**src/rtl/gf_pkg.sv**
```systemverilog
package gf_pkg;
  localparam int ADDR_W = 5;
  localparam logic [ADDR_W-1:0] PORT_BASE = 5'h00;
  localparam logic [ADDR_W-1:0] CLR_ADDR  = 5'h07;
  localparam logic [ADDR_W-1:0] IV_BASE   = 5'h08;
  localparam logic [ADDR_W-1:0] EN_BASE   = 5'h0C;
  localparam int CLR_RESTART_BIT = 0;
  localparam int CLR_FLUSH_BIT   = 1;
endpackage

```
**src/rtl/gf_regs.sv**
```systemverilog
module gf_regs
  import gf_pkg::*;
#(
  parameter int N_BYTES = 3,
  parameter int IV_W    = 20
) (
  input  logic                  clk_i,
  input  logic                  rst_ni,
  input  logic                  wr_i,
  input  logic [ADDR_W-1:0]     addr_i,
  input  logic [7:0]            wdata_i,
  output logic [IV_W-1:0]       interval_o,
  output logic [N_BYTES*8-1:0]  enable_o,
  output logic                  restart_o,
  output logic                  flush_o
);
  localparam int N_CH     = N_BYTES * 8;
  localparam int IV_BYTES = (IV_W + 7) / 8;

  logic [IV_W-1:0] iv_q;
  logic [N_CH-1:0] en_q;

  for (genvar b = 0; b < IV_BYTES; b++) begin : g_iv
    localparam int BW = ((IV_W - 8*b) < 8) ? (IV_W - 8*b) : 8;
    always_ff @(posedge clk_i or negedge rst_ni) begin
      if (!rst_ni) iv_q[b*8 +: BW] <= '0;
      else if (wr_i && addr_i == IV_BASE + ADDR_W'(b)) iv_q[b*8 +: BW] <= wdata_i[BW-1:0];
    end
  end

  for (genvar b = 0; b < N_BYTES; b++) begin : g_en
    always_ff @(posedge clk_i or negedge rst_ni) begin
      if (!rst_ni) en_q[b*8 +: 8] <= '0;
      else if (wr_i && addr_i == EN_BASE + ADDR_W'(b)) en_q[b*8 +: 8] <= wdata_i;
    end
  end

  // clear strobes: single-cycle, nothing stored
  assign restart_o  = wr_i && (addr_i == CLR_ADDR) && wdata_i[CLR_RESTART_BIT];
  assign flush_o    = wr_i && (addr_i == CLR_ADDR) && wdata_i[CLR_FLUSH_BIT];
  assign interval_o = iv_q;
  assign enable_o   = en_q;


  en_hold_chk: assert property (@(posedge clk_i) disable iff (!rst_ni)
    !wr_i |=> $stable(en_q));

  iv_clr_hold_chk: assert property (@(posedge clk_i) disable iff (!rst_ni)
    (wr_i && addr_i == CLR_ADDR) |=> $stable(iv_q));
endmodule

```
**src/rtl/gf_timebase.sv**
```systemverilog
module gf_timebase #(
  parameter int IV_W        = 20,
  parameter int UNIT_CYCLES = 40
) (
  input  logic            clk_i,
  input  logic            rst_ni,
  input  logic [IV_W-1:0] interval_i,
  input  logic            restart_i,
  output logic            period_end_o
);
  localparam int PRE_W = $clog2(UNIT_CYCLES + 1);

  logic [PRE_W-1:0] pre_q;
  logic [IV_W-1:0]  cnt_q;
  logic [IV_W-1:0]  lim_m1;
  logic             unit_tick;
  logic             wrap;

  // zero interval behaves as one unit
  assign lim_m1     = (interval_i == '0) ? '0 : interval_i - 1'b1;
  assign unit_tick  = (pre_q == PRE_W'(UNIT_CYCLES - 1));
  assign wrap       = (cnt_q >= lim_m1);
  assign period_end_o = unit_tick && wrap && !restart_i;

  always_ff @(posedge clk_i or negedge rst_ni) begin
    if (!rst_ni) begin
      pre_q <= '0;
      cnt_q <= '0;
    end else if (restart_i) begin
      pre_q <= '0;
      cnt_q <= '0;
    end else if (unit_tick) begin
      pre_q <= '0;
      cnt_q <= wrap ? '0 : cnt_q + 1'b1;
    end else begin
      pre_q <= pre_q + 1'b1;
    end
  end


  restart_zero_chk: assert property (@(posedge clk_i) disable iff (!rst_ni)
    restart_i |=> (pre_q == '0 && cnt_q == '0));

  boundary_phase_chk: assert property (@(posedge clk_i) disable iff (!rst_ni)
    period_end_o |=> (pre_q == '0 && cnt_q == '0));

  zero_iv_chk: assert property (@(posedge clk_i) disable iff (!rst_ni)
    (interval_i == '0 && $past(interval_i) == '0 && $past(unit_tick)) |-> cnt_q == '0);
endmodule

```
**src/rtl/gf_chan.sv**
```systemverilog
module gf_chan (
  input  logic clk_i,
  input  logic rst_ni,
  input  logic din_i,
  input  logic en_i,
  input  logic period_end_i,
  input  logic restart_i,
  input  logic flush_i,
  output logic dout_o
);
  logic [1:0] sync_q;
  logic       s;
  logic       held_q;
  logic       dirty_q;
  logic       filt_q;

  assign s = sync_q[1];

  always_ff @(posedge clk_i or negedge rst_ni) begin
    if (!rst_ni) begin
      sync_q  <= '0;
      held_q  <= 1'b0;
      dirty_q <= 1'b0;
      filt_q  <= 1'b0;
    end else begin
      sync_q <= {sync_q[0], din_i};
      if (!en_i || flush_i) begin
        filt_q  <= s;
        held_q  <= s;
        dirty_q <= 1'b0;
      end else if (restart_i) begin
        held_q  <= s;
        dirty_q <= 1'b0;
      end else if (period_end_i) begin
        if (!dirty_q && s == held_q) filt_q <= held_q;
        held_q  <= s;
        dirty_q <= 1'b0;
      end else if (s != held_q) begin
        dirty_q <= 1'b1;
      end
    end
  end

  assign dout_o = en_i ? filt_q : s;


  no_early_chk: assert property (@(posedge clk_i) disable iff (!rst_ni)
    (en_i && !flush_i && !period_end_i) |=> $stable(filt_q));

  glitch_block_chk: assert property (@(posedge clk_i) disable iff (!rst_ni)
    (en_i && !flush_i && !restart_i && period_end_i && dirty_q) |=> $stable(filt_q));
endmodule

```
**src/rtl/glitch_filter.sv**
```systemverilog
module glitch_filter
  import gf_pkg::*;
#(
  parameter int N_BYTES     = 3,
  parameter int IV_W        = 20,
  parameter int UNIT_CYCLES = 40
) (
  input  logic                 clk_i,
  input  logic                 rst_ni,
  input  logic [N_BYTES*8-1:0] din_i,
  input  logic                 wr_i,
  input  logic [4:0]           addr_i,
  input  logic [7:0]           wdata_i,
  output logic [7:0]           rdata_o,
  output logic [N_BYTES*8-1:0] dout_o
);
  localparam int N_CH = N_BYTES * 8;

  logic [IV_W-1:0] interval;
  logic [N_CH-1:0] enable;
  logic            restart;
  logic            flush;
  logic            period_end;

  gf_regs #(.N_BYTES(N_BYTES), .IV_W(IV_W)) u_regs (
    .clk_i, .rst_ni, .wr_i, .addr_i, .wdata_i,
    .interval_o(interval), .enable_o(enable),
    .restart_o(restart), .flush_o(flush)
  );

  gf_timebase #(.IV_W(IV_W), .UNIT_CYCLES(UNIT_CYCLES)) u_tb (
    .clk_i, .rst_ni, .interval_i(interval), .restart_i(restart),
    .period_end_o(period_end)
  );

  for (genvar c = 0; c < N_CH; c++) begin : g_ch
    gf_chan u_ch (
      .clk_i, .rst_ni,
      .din_i(din_i[c]), .en_i(enable[c]),
      .period_end_i(period_end), .restart_i(restart), .flush_i(flush),
      .dout_o(dout_o[c])
    );
  end

  always_comb begin
    rdata_o = '0;
    for (int b = 0; b < N_BYTES; b++)
      if (addr_i == PORT_BASE + ADDR_W'(b)) rdata_o = dout_o[b*8 +: 8];
  end


  rd_idle_chk: assert property (@(posedge clk_i) disable iff (!rst_ni)
    (addr_i >= ADDR_W'(N_BYTES)) |-> rdata_o == 8'h00);
endmodule

```
**config.mk**
```make
export PLATFORM = sky130hd
export DESIGN_NAME = glitch_filter
export DESIGN_NICKNAME = d
export VERILOG_FILES = /design/src/rtl/gf_pkg.sv /design/src/rtl/gf_regs.sv /design/src/rtl/gf_timebase.sv /design/src/rtl/gf_chan.sv /design/src/rtl/glitch_filter.sv
export SDC_FILE = /design/constraint.sdc
export NUM_CORES = 1
export LEC_CHECK = 0
export ABC_AREA = 0
export BUFFER_PORTS_ARGS = -buffer_cell sky130_fd_sc_hd__buf_4
export CORE_MARGIN = 3
export CORE_UTILIZATION = 45
export DETAILED_ROUTE_END_ITERATION = 12
export SLEW_MARGIN = 10
export SYNTH_ARGS = -nofsm -noshare
export SYNTH_HDL_FRONTEND = slang
export SYNTH_SLANG_ARGS = --single-unit
```
**constraint.sdc**
```tcl
create_clock -name clk_i -period 5.8 [get_ports clk_i]
set_input_delay 1.16 -clock clk_i [delete_from_list [all_inputs] [get_ports clk_i]]
set_output_delay 1.16 -clock clk_i [all_outputs]
set_load 0.01 [all_outputs]
```
==> results.md <==
* Actual transition at the worst max-transition pin at approximately 1000 ps
* Main synth FF type: dfrtp_1
* Boundary pin count at 72
* Count of cell types in the netlist at 54
* Source of the worst hold timing path: g_ch[13].u_ch.sync_q[0]
* Fin nets at 993
* Post-Layout Inst Area at 0.0109 mm^2
* Via count at between 7000 and 8000
* Worst hold slack across all endpoints at about 350 ps
* Routed wire length per instance at roughly 19 um
* Final estimated routing congestion in global placement at between 0.8 and 0.9
* Type of origin of the critical path: flip-flop
* Detailed placer's ending HPWL at 15900 um
* Endpoint of the worst hold-timing path: g_ch[13].u_ch.sync_q[1]
* Post-synthesis sequential area ratio at between 40% and 50%
* CTS Root Cell: clkbuf_16
* Headroom to the max-slew limit at 31.7%
* Residual DRC at 0
* Hold crit path type: flip-flop to flip-flop
* Total Negative Setup Slacks at 0 ps
* DP Area at 0.0103 mm^2
* Final worst path period need at 4900 ps
* # clock sinks at 190
* Insertion delay of the later-clocked pin in the worst-skew pair at 430 ps
* Net count of the mapped netlist at roughly 950
* Final setup skew at 13.9 ps
* Status: finished clean
* Share of post-route cells with drive strength above 1 at 24.7%
* Signal arrival time at the worst endpoint at 5220 ps
* Iteration count of the initial detailed-routing pass at 7
* Post-cts repair resize count at 0
* Initial Util at 46.6%
* Unrepaired setup endpoints after global routing: no
* Highest clock rate at 0.204 GHz
* Number of standard-cell rows in the floorplan at 52
* Depth of the worst register-to-register path at 13
* Post-synth design cell area at ~0.0096 mm^2
* Power density over the cells at about 370 mW/mm^2
* Hold bufs inserted after CTS at 0
* CP Capture Type: flip-flop
* Yosys Warn Count at 0
* Clock buffer count from CTS at 17
* Placed cell count at 1181
* Final cell count without fillers at 1212
* # diodes at 0
* Total Routed Length at ~23000 um
* Capture instance of the worst register-to-register path: g_ch[19].u_ch.held_q
* P_leak at 4.91 nW
* Clock buffer depth at 2
* Hold Vio Cnt, Final at 0
* Path type of the worst setup path: flip-flop to flip-flop
* Worst vdd ir at ~0.00021 V
* Reg2Reg Launch Point: u_regs.interval_o[9]
* Residual antenna-violating net count after detailed routing at 0
* Drt initial violations at 392
* Vertical die dimension at 152 um
* Total of flip-flops plus latches after synthesis at 190
* Synth async-reset ratio at 100%
* Synthesized netlist cell count at 884
* Fraction of post-synthesis cell area in the top cell type by area at 49.7%
* Max-capacitance violation count at 0
* Initial antenna violation count at 0
* Required time of the critical path at 6120 ps
* Die W at between 150 and 200 um
* Area enclosed by the die boundary at 0.0231 mm^2
* Pin count of the biggest net entering global routing at 116
* Via-per-instance ratio at 5.78
* First-pass GRT wire length at around 37000 um
* Core region area at between 0.02 and 0.025 mm^2
* Number of synthesized flops with an enable pin at 0
* Layout Area Growth over Synthesis at 13.4%
* Maximum fanout count along the critical path at 40
* Final setup violating endpoints at 0
* Maximum level of the CTS H-tree at 4
* R2R Setup Slk at 900 ps
* Largest area contributor in the synthesized netlist: dfrtp_1
* Vias in the first global route at between 6000 and 7000
* Syn_area_per_cell at 10.8 um^2
* CTS tree: built
* Max-slew violation count at 0
* Share of the cycle needed by the critical path after routing at 84.6%
* Overflow left after global routing at 0
* Number of stages on the worst hold path at 0
* Global-route usage over all layers at 20.2%
* Top post-synthesis cells by area: dfrtp_1 50%, mux2_2 11%, xor2_1 3.1%
* Clock edge transition at the registers on the reported setup and hold paths at 70 ps
* Buffers inserted during post-CTS setup optimization at 0
* I/O Buffers at 71
-- critical path, stage by stage (launching register included) --
cell and delay (ps):
dfrtp_1 450, or4_4 570, or3_4 370, nor3_4 180
or4b_1 480, nor3_1 170, a21oi_1 70, ha_1 310
and4_1 190, a221oi_1 380, nand3_2 470, buf_12 360
a211oi_1 390, mux2_2 380
-- stage by stage --
stage | worst slack (ps) | utilization [%] | power [mW]
floorplan | 1650 | - | 2.52
global placement | 1070 | 49.9 | 2.83
detailed placement | 961 | 49.9 | 2.85
CTS | 939 | 52.8 | 4.08
global route | 522 | 52.8 | 4.29
finish | 896 | 52.8 | 4.04
-- synth_stat cells (2+ instances only) --
cell and number:
ha_1 23, clkbuf_1 24, o21a_1 22, buf_4 24, nand2b_1 2, nand3_1 16, nor3_1 41, nand4_1 7
a21oi_1 25, a32oi_1 15, a22o_1 5, buf_2 2, o211ai_1 2, or4_1 3, o31ai_1 17, nor4_2 2
a32o_1 2, mux2i_1 18, dfrtp_1 190, buf_1 7, inv_1 25, o2bb2ai_1 4, a211oi_1 22, nor2_1 62
nor2b_1 7, nor4_1 18, a31o_2 8, o21ai_0 22, mux2_2 92, a31oi_1 7, and4_1 4, xor2_1 34
nand2_1 76, xnor2_1 7, and3_1 21, o221a_2 9, or2_2 2
-- registers in the layout, summed over array words and instances (netlist names) --
name / flops
g_ch.u_ch.dirty_q: 24
u_tb.cnt_q: 20
u_tb.pre_q: 6
g_ch.u_ch.filt_q: 24
u_regs.interval_o: 20
g_ch.u_ch.sync_q: 48
g_ch.u_ch.held_q: 24
u_regs.enable_o: 24
-- power breakdown --
part	switching [mW]	internal, mW
clock network	0.559	0.652
logic	0.564	0.477
registers	0.234	1.55
-- placed cells by master (no fill, tap or decap), types with 3 or more instances in the layout --
master and instances:
and4_1 4, inv_8 3, nor2b_1 7, mux2i_1 18, inv_6 4, inv_1 25
nor3_1 41, o21ai_0 22, nand4_1 7, nand2_1 76, nand3_1 15, o2bb2ai_1 4
ha_1 23, xnor2_1 7, o31ai_1 17, clkbuf_16 17, a22o_1 5, buf_4 82
dfrtp_1 190, or4_1 3, nor4_1 18, mux2_2 92, a31oi_1 7, and3_1 21
nor2_1 62, a211oi_1 22, o221a_2 9, a21oi_1 25, a31o_2 8, xor2_1 34
a32oi_1 15, o21a_1 22
-- worst max-delay path by stage --
stage	from	endpoint	slack, ps	cells past startpoint
after detailed placement	u_regs.interval_o[9]	g_ch[19].u_ch.held_q	960	13
final	u_regs.interval_o[9]	g_ch[19].u_ch.held_q	900	13
after CTS	u_regs.interval_o[9]	g_ch[19].u_ch.held_q	940	13
after floorplan	u_regs.interval_o[9]	g_ch[14].u_ch.held_q	1650	14
after global routing	u_regs.interval_o[9]	g_ch[19].u_ch.held_q	520	13
after global placement	u_regs.interval_o[9]	g_ch[20].u_ch.held_q	1070	13
-- cells by family (layout without fill, tap and decap cells) --
group | count (synthesis) | after routing | synth area share, %
and+or+nand+nor | 270 | 270 | 13.9
DFF | 190 | 190 | 49.7
AOI/OAI and AO/OA | 167 | 167 | 12.7
muxes | 110 | 110 | 12.7
buffers and inverters | 83 | 141 | 4.22
xor gates and xnor gates | 41 | 41 | 3.75
adders and majority gates | 23 | 23 | 3.01
-- per-layer routing --
metal | wire length (um) | track usage, %
met1 | 10900 | 28.1
met4 | 526 | 6.42
met5 | 0 | 0
met2 | 11200 | 32.7
met3 | 773 | 3.19
-- final cells by class --
| cell class | count | area [um^2] |
|---|---|---|
| Multi-Input combinational cell | 611 | 4420 |
| Inverter | 26 | 97.6 |
| Tap cell | 270 | 338 |
| Clock inverter | 14 | 175 |
| Clock buffer | 17 | 425 |
| Sequential cell | 190 | 4750 |
| Fill cell | 1887 | 9700 |
| Timing Repair Buffer | 84 | 649 |
Power figures use the tool's default switching activity.
